[src/rtl/pcm_serial_pkg.sv]
package pcm_serial_pkg;

    localparam int SAMPLE_W   = 24;
    localparam int SLOT_W     = 32;
    localparam int SLOTS_MAX  = 8;
    localparam int FRAME_MAX  = SLOT_W * SLOTS_MAX;
    localparam int IDX_W      = $clog2(FRAME_MAX);
    localparam int SUBFRM_W   = 2 * SLOT_W;

    typedef enum logic [1:0] {
        FMT_LJ      = 2'b00,
        FMT_I2S     = 2'b01,
        FMT_TDM     = 2'b10,
        FMT_TDM_DLY = 2'b11
    } fmt_e;

    typedef enum logic [1:0] {
        SPD_NORMAL   = 2'b00,
        SPD_DOUBLE   = 2'b01,
        SPD_QUAD     = 2'b10,
        SPD_QUAD_ALT = 2'b11
    } spd_e;

    typedef logic [SAMPLE_W-1:0] sample_t;
    typedef logic [IDX_W-1:0]    idx_t;

    typedef struct packed {
        sample_t left;
        sample_t right;
    } pair_t;

    typedef struct packed {
        logic en;
        logic d;
    } sd_t;

    function automatic logic is_tdm(fmt_e f);
        return f[1];
    endfunction

    function automatic logic is_delayed(fmt_e f);
        return (f == FMT_I2S) || (f == FMT_TDM_DLY);
    endfunction

    // Bits per frame clock period
    function automatic int frame_bits(fmt_e f, spd_e s);
        int sh;
        sh = (s == SPD_NORMAL) ? 0 : (s == SPD_DOUBLE) ? 1 : 2;
        if (is_tdm(f))
            return FRAME_MAX >> sh;
        return (s == SPD_NORMAL) ? 4 * SLOT_W : 2 * SLOT_W;
    endfunction

    // Sub-frame select after masking for the speed mode
    function automatic int eff_sub(spd_e s, logic [1:0] sub);
        if (s == SPD_NORMAL) return int'(sub);
        if (s == SPD_DOUBLE) return int'(sub[0]);
        return 0;
    endfunction

    // Value and enable of the serial line for one bit position of a frame
    function automatic sd_t bit_out(fmt_e f, spd_e s, logic [1:0] sub,
                                    idx_t idx, pair_t p);
        int  n, i, u, base, r, half, pos;
        logic ch;
        sd_t o;
        n   = frame_bits(f, s);
        i   = int'(idx);
        u   = is_delayed(f) ? ((i == 0) ? n - 1 : i - 1) : i;
        o   = '0;
        ch  = 1'b0;
        pos = SLOT_W;
        if (is_tdm(f)) begin
            base = eff_sub(s, sub) * SUBFRM_W;
            if (u >= base && u < base + SUBFRM_W) begin
                o.en = 1'b1;
                r    = u - base;
                ch   = (r >= SLOT_W);
                pos  = ch ? r - SLOT_W : r;
            end
        end else begin
            half = n / 2;
            o.en = 1'b1;
            ch   = (u >= half);
            pos  = ch ? u - half : u;
        end
        if (o.en && pos < SAMPLE_W)
            o.d = ch ? p.right[SAMPLE_W-1-pos] : p.left[SAMPLE_W-1-pos];
        return o;
    endfunction

endpackage

[src/rtl/pcm_serial_clkgen.sv]
module pcm_serial_clkgen #(
    parameter int BCK_DIV = 4
) (
    input  logic clk,
    input  logic rst,
    input  logic master,
    input  logic bck_i,
    input  logic fck_i,
    output logic tick,
    output logic fck_lvl,
    output logic bck_o
);
    localparam int CW   = (BCK_DIV > 2) ? $clog2(BCK_DIV) : 1;
    localparam int HALF = BCK_DIV / 2;

    logic [CW-1:0] div_q;
    logic [2:0]    bsync_q;
    logic [1:0]    fsync_q;
    logic          wrap;

    assign wrap = (div_q == CW'(BCK_DIV - 1));

    always_ff @(posedge clk) begin
        if (rst) begin
            div_q   <= '0;
            bck_o   <= 1'b0;
            bsync_q <= '0;
            fsync_q <= '0;
        end else begin
            bsync_q <= {bsync_q[1:0], bck_i};
            fsync_q <= {fsync_q[0], fck_i};
            if (master) begin
                div_q <= wrap ? '0 : div_q + 1'b1;
                if (wrap)
                    bck_o <= 1'b0;
                else if (div_q == CW'(HALF - 1))
                    bck_o <= 1'b1;
            end else begin
                div_q <= '0;
                bck_o <= 1'b0;
            end
        end
    end

    // Tick marks the bit clock falling edge: the cycle in which data advances
    assign tick    = master ? wrap : (bsync_q[2] & ~bsync_q[1]);
    assign fck_lvl = fsync_q[1];

    assert_bck_falls_on_tick_R7: assert property (@(posedge clk) disable iff (rst)
        master && tick |=> !bck_o);
    assert_bck_steady_R7: assert property (@(posedge clk) disable iff (rst)
        master && !tick && (div_q != CW'(HALF - 1)) |=> $stable(bck_o));

endmodule

[src/rtl/pcm_serial_framer.sv]
module pcm_serial_framer
    import pcm_serial_pkg::*;
(
    input  logic clk,
    input  logic rst,
    input  logic tick,
    input  logic master,
    input  logic fck_lvl,
    input  fmt_e fmt,
    input  spd_e spd,
    output idx_t idx_nxt,
    output logic start,
    output logic locked,
    output logic ferr,
    output logic fck_o
);
    idx_t idx_q;
    idx_t last;
    idx_t half;
    logic wrapped_q;
    logic prev_q;
    logic prev_ok_q;
    logic start_lvl;
    logic edge_seen;
    logic fck_nxt;

    assign last      = idx_t'(frame_bits(fmt, spd) - 1);
    assign half      = idx_t'(frame_bits(fmt, spd) / 2);
    assign start_lvl = (fmt != FMT_I2S);
    assign edge_seen = prev_ok_q && (prev_q != fck_lvl) && (fck_lvl == start_lvl);
    assign start     = tick && (master ? (!locked || idx_q == last) : edge_seen);
    assign idx_nxt   = (start || idx_q == last) ? '0 : idx_q + 1'b1;

    always_comb begin
        case (fmt)
            FMT_LJ:  fck_nxt = (idx_nxt < half);
            FMT_I2S: fck_nxt = (idx_nxt >= half);
            default: fck_nxt = (idx_nxt == '0);
        endcase
    end

    always_ff @(posedge clk) begin
        if (rst) begin
            idx_q     <= '0;
            wrapped_q <= 1'b0;
            prev_q    <= 1'b0;
            prev_ok_q <= 1'b0;
            locked    <= 1'b0;
            ferr      <= 1'b0;
            fck_o     <= 1'b0;
        end else if (tick) begin
            idx_q     <= idx_nxt;
            prev_q    <= fck_lvl;
            prev_ok_q <= 1'b1;
            fck_o     <= master && (locked || start) && fck_nxt;
            if (start) begin
                locked    <= 1'b1;
                ferr      <= locked && ((idx_q != last) || wrapped_q);
                wrapped_q <= 1'b0;
            end else if (idx_q == last) begin
                wrapped_q <= 1'b1;
            end
        end
    end

    assert_idx_in_frame_R4: assert property (@(posedge clk) disable iff (rst)
        locked && master |-> idx_q <= last);
    assert_err_only_at_start_R9: assert property (@(posedge clk) disable iff (rst)
        !start |=> $stable(ferr));
    assert_start_locks_R8: assert property (@(posedge clk) disable iff (rst)
        start |=> locked);

endmodule

[src/rtl/pcm_serial_tx.sv]
module pcm_serial_tx
    import pcm_serial_pkg::*;
#(
    parameter int BCK_DIV = 4
) (
    input  logic        clk,
    input  logic        rst,
    input  logic [1:0]  cfg_fmt,
    input  logic [1:0]  cfg_speed,
    input  logic [1:0]  cfg_sub,
    input  logic        cfg_master,
    input  logic        bck_i,
    input  logic        fck_i,
    output logic        bck_o,
    output logic        fck_o,
    output logic        sd_o,
    output logic        sd_oe_o,
    input  logic        in_valid,
    output logic        in_ready,
    input  logic [23:0] in_left,
    input  logic [23:0] in_right,
    output logic        underrun_o,
    output logic        frame_err_o
);
    fmt_e  fmt;
    spd_e  spd;
    logic  tick, fck_lvl, start, locked;
    idx_t  idx_nxt;
    pair_t pend_q, cur_q, cur_nxt;
    logic  pend_full;
    logic  take;
    sd_t   nxt_bit;

    assign fmt = fmt_e'(cfg_fmt);
    assign spd = spd_e'(cfg_speed);

    pcm_serial_clkgen #(.BCK_DIV(BCK_DIV)) u_clkgen (
        .clk     (clk),
        .rst     (rst),
        .master  (cfg_master),
        .bck_i   (bck_i),
        .fck_i   (fck_i),
        .tick    (tick),
        .fck_lvl (fck_lvl),
        .bck_o   (bck_o)
    );

    pcm_serial_framer u_framer (
        .clk     (clk),
        .rst     (rst),
        .tick    (tick),
        .master  (cfg_master),
        .fck_lvl (fck_lvl),
        .fmt     (fmt),
        .spd     (spd),
        .idx_nxt (idx_nxt),
        .start   (start),
        .locked  (locked),
        .ferr    (frame_err_o),
        .fck_o   (fck_o)
    );

    assign in_ready = !pend_full;
    assign take     = in_valid && in_ready;
    assign cur_nxt  = (start && pend_full) ? pend_q : cur_q;
    assign nxt_bit  = bit_out(fmt, spd, cfg_sub, idx_nxt, cur_nxt);

    always_ff @(posedge clk) begin
        if (rst) begin
            pend_q     <= '0;
            pend_full  <= 1'b0;
            cur_q      <= '0;
            underrun_o <= 1'b0;
            sd_o       <= 1'b0;
            sd_oe_o    <= 1'b0;
        end else begin
            if (take) begin
                pend_q    <= '{left: in_left, right: in_right};
                pend_full <= 1'b1;
            end else if (start && pend_full) begin
                pend_full <= 1'b0;
            end
            if (start) begin
                cur_q      <= cur_nxt;
                underrun_o <= !pend_full;
            end
            if (tick) begin
                sd_oe_o <= (locked || start) && nxt_bit.en;
                sd_o    <= (locked || start) && nxt_bit.en && nxt_bit.d;
            end
        end
    end

    assert_ready_drops_R10: assert property (@(posedge clk) disable iff (rst)
        take |=> !in_ready);
    assert_waiting_pair_held_R10: assert property (@(posedge clk) disable iff (rst)
        pend_full && !start |=> pend_full && $stable(pend_q));
    assert_quiet_until_lock_R8: assert property (@(posedge clk) disable iff (rst)
        !locked |-> !sd_oe_o);
    assert_underrun_flag_R11: assert property (@(posedge clk) disable iff (rst)
        start && !pend_full |=> underrun_o);

endmodule

[config.mk]
export PLATFORM = sky130hd
export DESIGN_NAME = pcm_serial_tx
export DESIGN_NICKNAME = d
export VERILOG_FILES = /design/src/rtl/pcm_serial_pkg.sv /design/src/rtl/pcm_serial_clkgen.sv /design/src/rtl/pcm_serial_framer.sv /design/src/rtl/pcm_serial_tx.sv
export SDC_FILE = /design/constraint.sdc
export NUM_CORES = 1
export LEC_CHECK = 0
export BUFFER_PORTS_ARGS = -buffer_cell sky130_fd_sc_hd__buf_2
export CAP_MARGIN = 0
export CORE_AREA = 3 3 155 157
export CTS_CLUSTER_DIAMETER = 50
export DETAILED_ROUTE_END_ITERATION = 12
export DIE_AREA = 0 0 158 160
export GPL_TIMING_DRIVEN = 0
export PLACE_DENSITY = 0.58
export RECOVER_POWER = 50
export SYNTH_ARGS = -nofsm -noshare
export SYNTH_HDL_FRONTEND = slang
export SYNTH_HIERARCHICAL = 1
export SYNTH_SLANG_ARGS = --single-unit
export TNS_END_PERCENT = 20
[constraint.sdc]
create_clock -name clk -period 6 [get_ports clk]
set_clock_uncertainty 0.15 [all_clocks]
set_input_delay 0.6 -clock clk [delete_from_list [all_inputs] [get_ports clk]]
set_output_delay 0.6 -clock clk [all_outputs]
set_load 0.03 [all_outputs]
==> metrics.md <==
| Metric | Value |
|---|---|
| Drt first pass iters | 4 |
| Finished Cell Area | 8470 sq um |
| Final worst-path cycle share | a little over nine tenths |
| Vias in the first global route | a little under 6,000 |
| Fin nets | 1,053 |
| GRT Total Usage | 14.7% |
| Internal power | between 0.0015 and 0.002 W |
| FP Rows | 55 |
| Sequential Power Share | a little under two fifths |
| Die Y | between 150 and 200 um |
| Mean Syn Cell Area | a little under 8 sq um |
| Final WS setup | between 0.1 and 0.15 ns |
| Flop and latch count out of synthesis | about 120 |
| Worst r2r src | u_framer/idx_q[0] |
| Crit-path most repeated cell | a21oi_4 |
| Final setup vio count | 0 |
| Sequential-to-total area share from yosys stat | ~36% |
| Final Critical Period | 5.86 ns |
| Status | finished clean |
| Sw Ratio | between 20% and 30% |
| Crit path kind | in2reg |
| Pre-CTS WS | -1.53 ns |
| Reg clk slew, reported paths | ~0.050 ns |
| Cell chosen for the clock root | clkbuf_16 |
| Clk sink count | 122 |
| Max VDD drop | roughly 220 uV |
| Hold Path Origin | bck_i |
| Vias | 6,276 |
| DP Wirelength | between 10 and 15 mm |
| Pin count of the biggest net entering global routing | 17 |
| Buffers from clock root to sink, at most | 2 |
| Hold Crit Class | in2reg |
| PD cells | 264 nW/um^2 |
| I/O Pins | 67 |
| Wirelength, routed | between 15 and 20 mm |
| Fin. Hold Viols | 0 |
| Area Growth Syn to Fin | 25.1% |
| DRC errors left | 0 |
| Die W | roughly 160 um |
| Avg Vias per Cell | about 5.0 |
| Clock share of power | between 40 and 50% |
| Routed Antenna Nets | 0 |
| Pleak | 3.30 nW |
| Post-CTS Hold Fix Bufs | 0 |
| Initial core utilization | roughly 30% |
| Synth Instances | between 800 and 900 |
| Hold slack | 0.234 ns |
| GR Overflow Total | 0 |
| CTS H-Tree Depth | 4 |
| Yosys cell types | between 70 and 80 |
| CP max-delay cell | mux4_1 |
| Worst Path Arrival | roughly 6.0 ns |
| Logic pwr share | between 15 and 20% |
| TritonCTS Buffers | 17 |
| Crit path max fanout | 6 |
| Core area | 22,600 sq um |
| Routability cong. | between 0.8 and 0.9 |
| DP Cell Count | approximately 1,200 |
| Crit path from | cfg_speed[0] |
| Top FF cell, synth | dfxtp_1 |
| Async SR Flop Fraction | 0% |
| Ys Warns | 6 |
| CP Launch Type | input pin |
| Fin. max-slew vios | 0 |
| Fin cells | about 1,300 |
| Psw | approximately 0.00057 W |
| First-pass GRT wire length | ~30 mm |
| MaxCap Viol Count | 0 |
| TritonCTS clock tree | done |
| Starting DRT DRC Count | 360 |
| Worst-margin pin slew | approximately 0.8 ns |
| Post-Place Cell Area | around 7500 sq um |
| Initial antenna violation count | 0 |
| Skew-Pair Late Insertion Delay | roughly 0.42 ns |
| Crit-path max cell delay | 0.56 ns |
| DR WL/cell | ~15 um |
| Data required, critical path | roughly 6 ns |
| IO Port Bufs | 66 |
| Relative slew slack | 45.5% |
| Antenna diodes | 0 |
| Post-synth EDFFs | 0 |
| DIE AREA | approximately 25,000 sq um |
| Setup crit end kind | register |
| Mapped Area | about 6800 sq um |
| Fmax | between 0.15 and 0.2 GHz |
| Layout cell share with drive strength beyond 1 | 19.0% |
[worst max-delay path: cells and delay by family]
family,cells,cell delay [ns]
fa+ha+maj,4,0.87
buf+inv,6,0.85
mux,4,1.03
xor+xnor,1,0.18
compound gates,9,1.64
simple gates,5,0.82
[metal layers]
| metal | vias to the layer above | routed length, um | track usage, % |
|---|---|---|---|
| met3 | 22 | 883 | 3.20 |
| met2 | 134 | 8830 | 23.6 |
| met5 | - | 0 | 0 |
| met4 | 0 | 225 | 4.50 |
| li1 | 3204 | - | - |
| met1 | 2916 | 9020 | 19.8 |
[layout make-up]
class | instances | area [sq um]
fill | 2374 | 14200
multi-input combinational | 658 | 4150
sequential | 122 | 2440
timing repair buffer | 92 | 556
clock buffer | 23 | 478
tap | 285 | 357
buffer | 50 | 265
clock inverter | 7 | 116
inverter | 28 | 108
[kinds of logic (layout without fill, tap and decap cells)]
logic type | Yosys count | in the layout | synth area share, %
adders and majority gates | 25 | 25 | 4.58
and+or+nand+nor | 365 | 365 | 24.7
DFF | 122 | 122 | 36.1
xor gates and xnor gates | 13 | 13 | 1.68
other | 2 | 4 | 0.111
AOI/OAI and AO/OA | 217 | 217 | 19.7
buffers and inverters | 79 | 200 | 5.25
muxes | 34 | 34 | 7.94
[per-stage QoR]
| stage | power (W) | util (%) | setup TNS [ns] |
|---|---|---|---|
| final | 0.00224 | 37.4 | 0 |
| after global routing | 0.00233 | 37.4 | -0.0148 |
| after CTS | 0.00224 | 36.5 | 0 |
| after detailed placement | 0.00118 | 33.0 | -1.81 |
| after global placement | 0.00118 | 33.0 | -1.66 |
| after floorplan | 0.00109 | - | 0 |
[Yosys cell counts (8+ instances only)]
master,number,share of area (%)
mux4_1,11,4.3
a21boi_0,12,1.3
xnor2_1,8,1.0
inv_1,27,1.5
clkbuf_1,33,1.8
a31oi_1,9,0.83
or2_2,9,0.83
nand2_1,236,13
nand3_1,11,0.81
buf_1,9,0.50
o21ai_0,12,0.89
ha_1,24,4.4
nor2_1,38,2.1
dfxtp_1,122,36
mux2i_1,17,2.5
a21oi_1,123,9.1
[cells in the final DEF, fill, tap and decap left out, drive strengths merged, types with 5 or more instances in the layout]
cell,Yosys,layout
nand2b,7,7
nor2,39,39
and2b,5,5
ha,24,24
nor3,7,7
o21ai,14,14
mux4,12,12
nor2b,7,7
a31oi,9,9
a21boi,12,12
a211oi,5,5
inv,28,28
dfxtp,122,122
buf,18,97
a21o,5,5
and2,6,6
o22ai,7,7
nor4b,5,5
nand3,11,11
o221ai,5,5
xnor2,8,8
mux2,5,5
clkbuf,33,68
mux2i,17,17
a21oi,125,125
or2,13,13
xor2,5,5
nand2,236,236
[final timing paths]
check | end | slack (ns) | cells past startpoint
worst max-delay path | sd_o | 0.14 | 29
worst min register to register | u_clkgen/fsync_q[1] | 0.28 | 1
worst min-delay path | u_clkgen/bsync_q[0] | 0.23 | 2
worst max register to register | sd_o | 0.19 | 26
[registers in the layout (all words and copies together) (netlist names), 2 cells and up]
signal / count
u_framer/idx_q: 8
pend_q: 48
cur_q: 48
u_clkgen/fsync_q: 2
u_clkgen/bsync_q: 3
u_clkgen/div_q: 2
[what timing repair did]
action                     4_1_cts  5_1_grt
gates resized for setup         25       33
pin swaps                        3        8
buffers inserted                12       13
gates cloned                     0        1
setup endpoints to repair        2        1
hold endpoints to repair         0        0
[power by group through the flow]
stage	Combinational (W)	Clock (W)	Sequential (W)
2_1_floorplan	0.000221	0	0.000866
3_3_place_gp	0.000307	0	0.000873
3_5_place_dp	0.000309	0	0.000873
4_1_cts	0.000326	0.00105	0.000856
5_1_grt	0.000382	0.00109	0.000859
6_report	0.000347	0.00104	0.000856
Power figures use the tool's default switching activity.
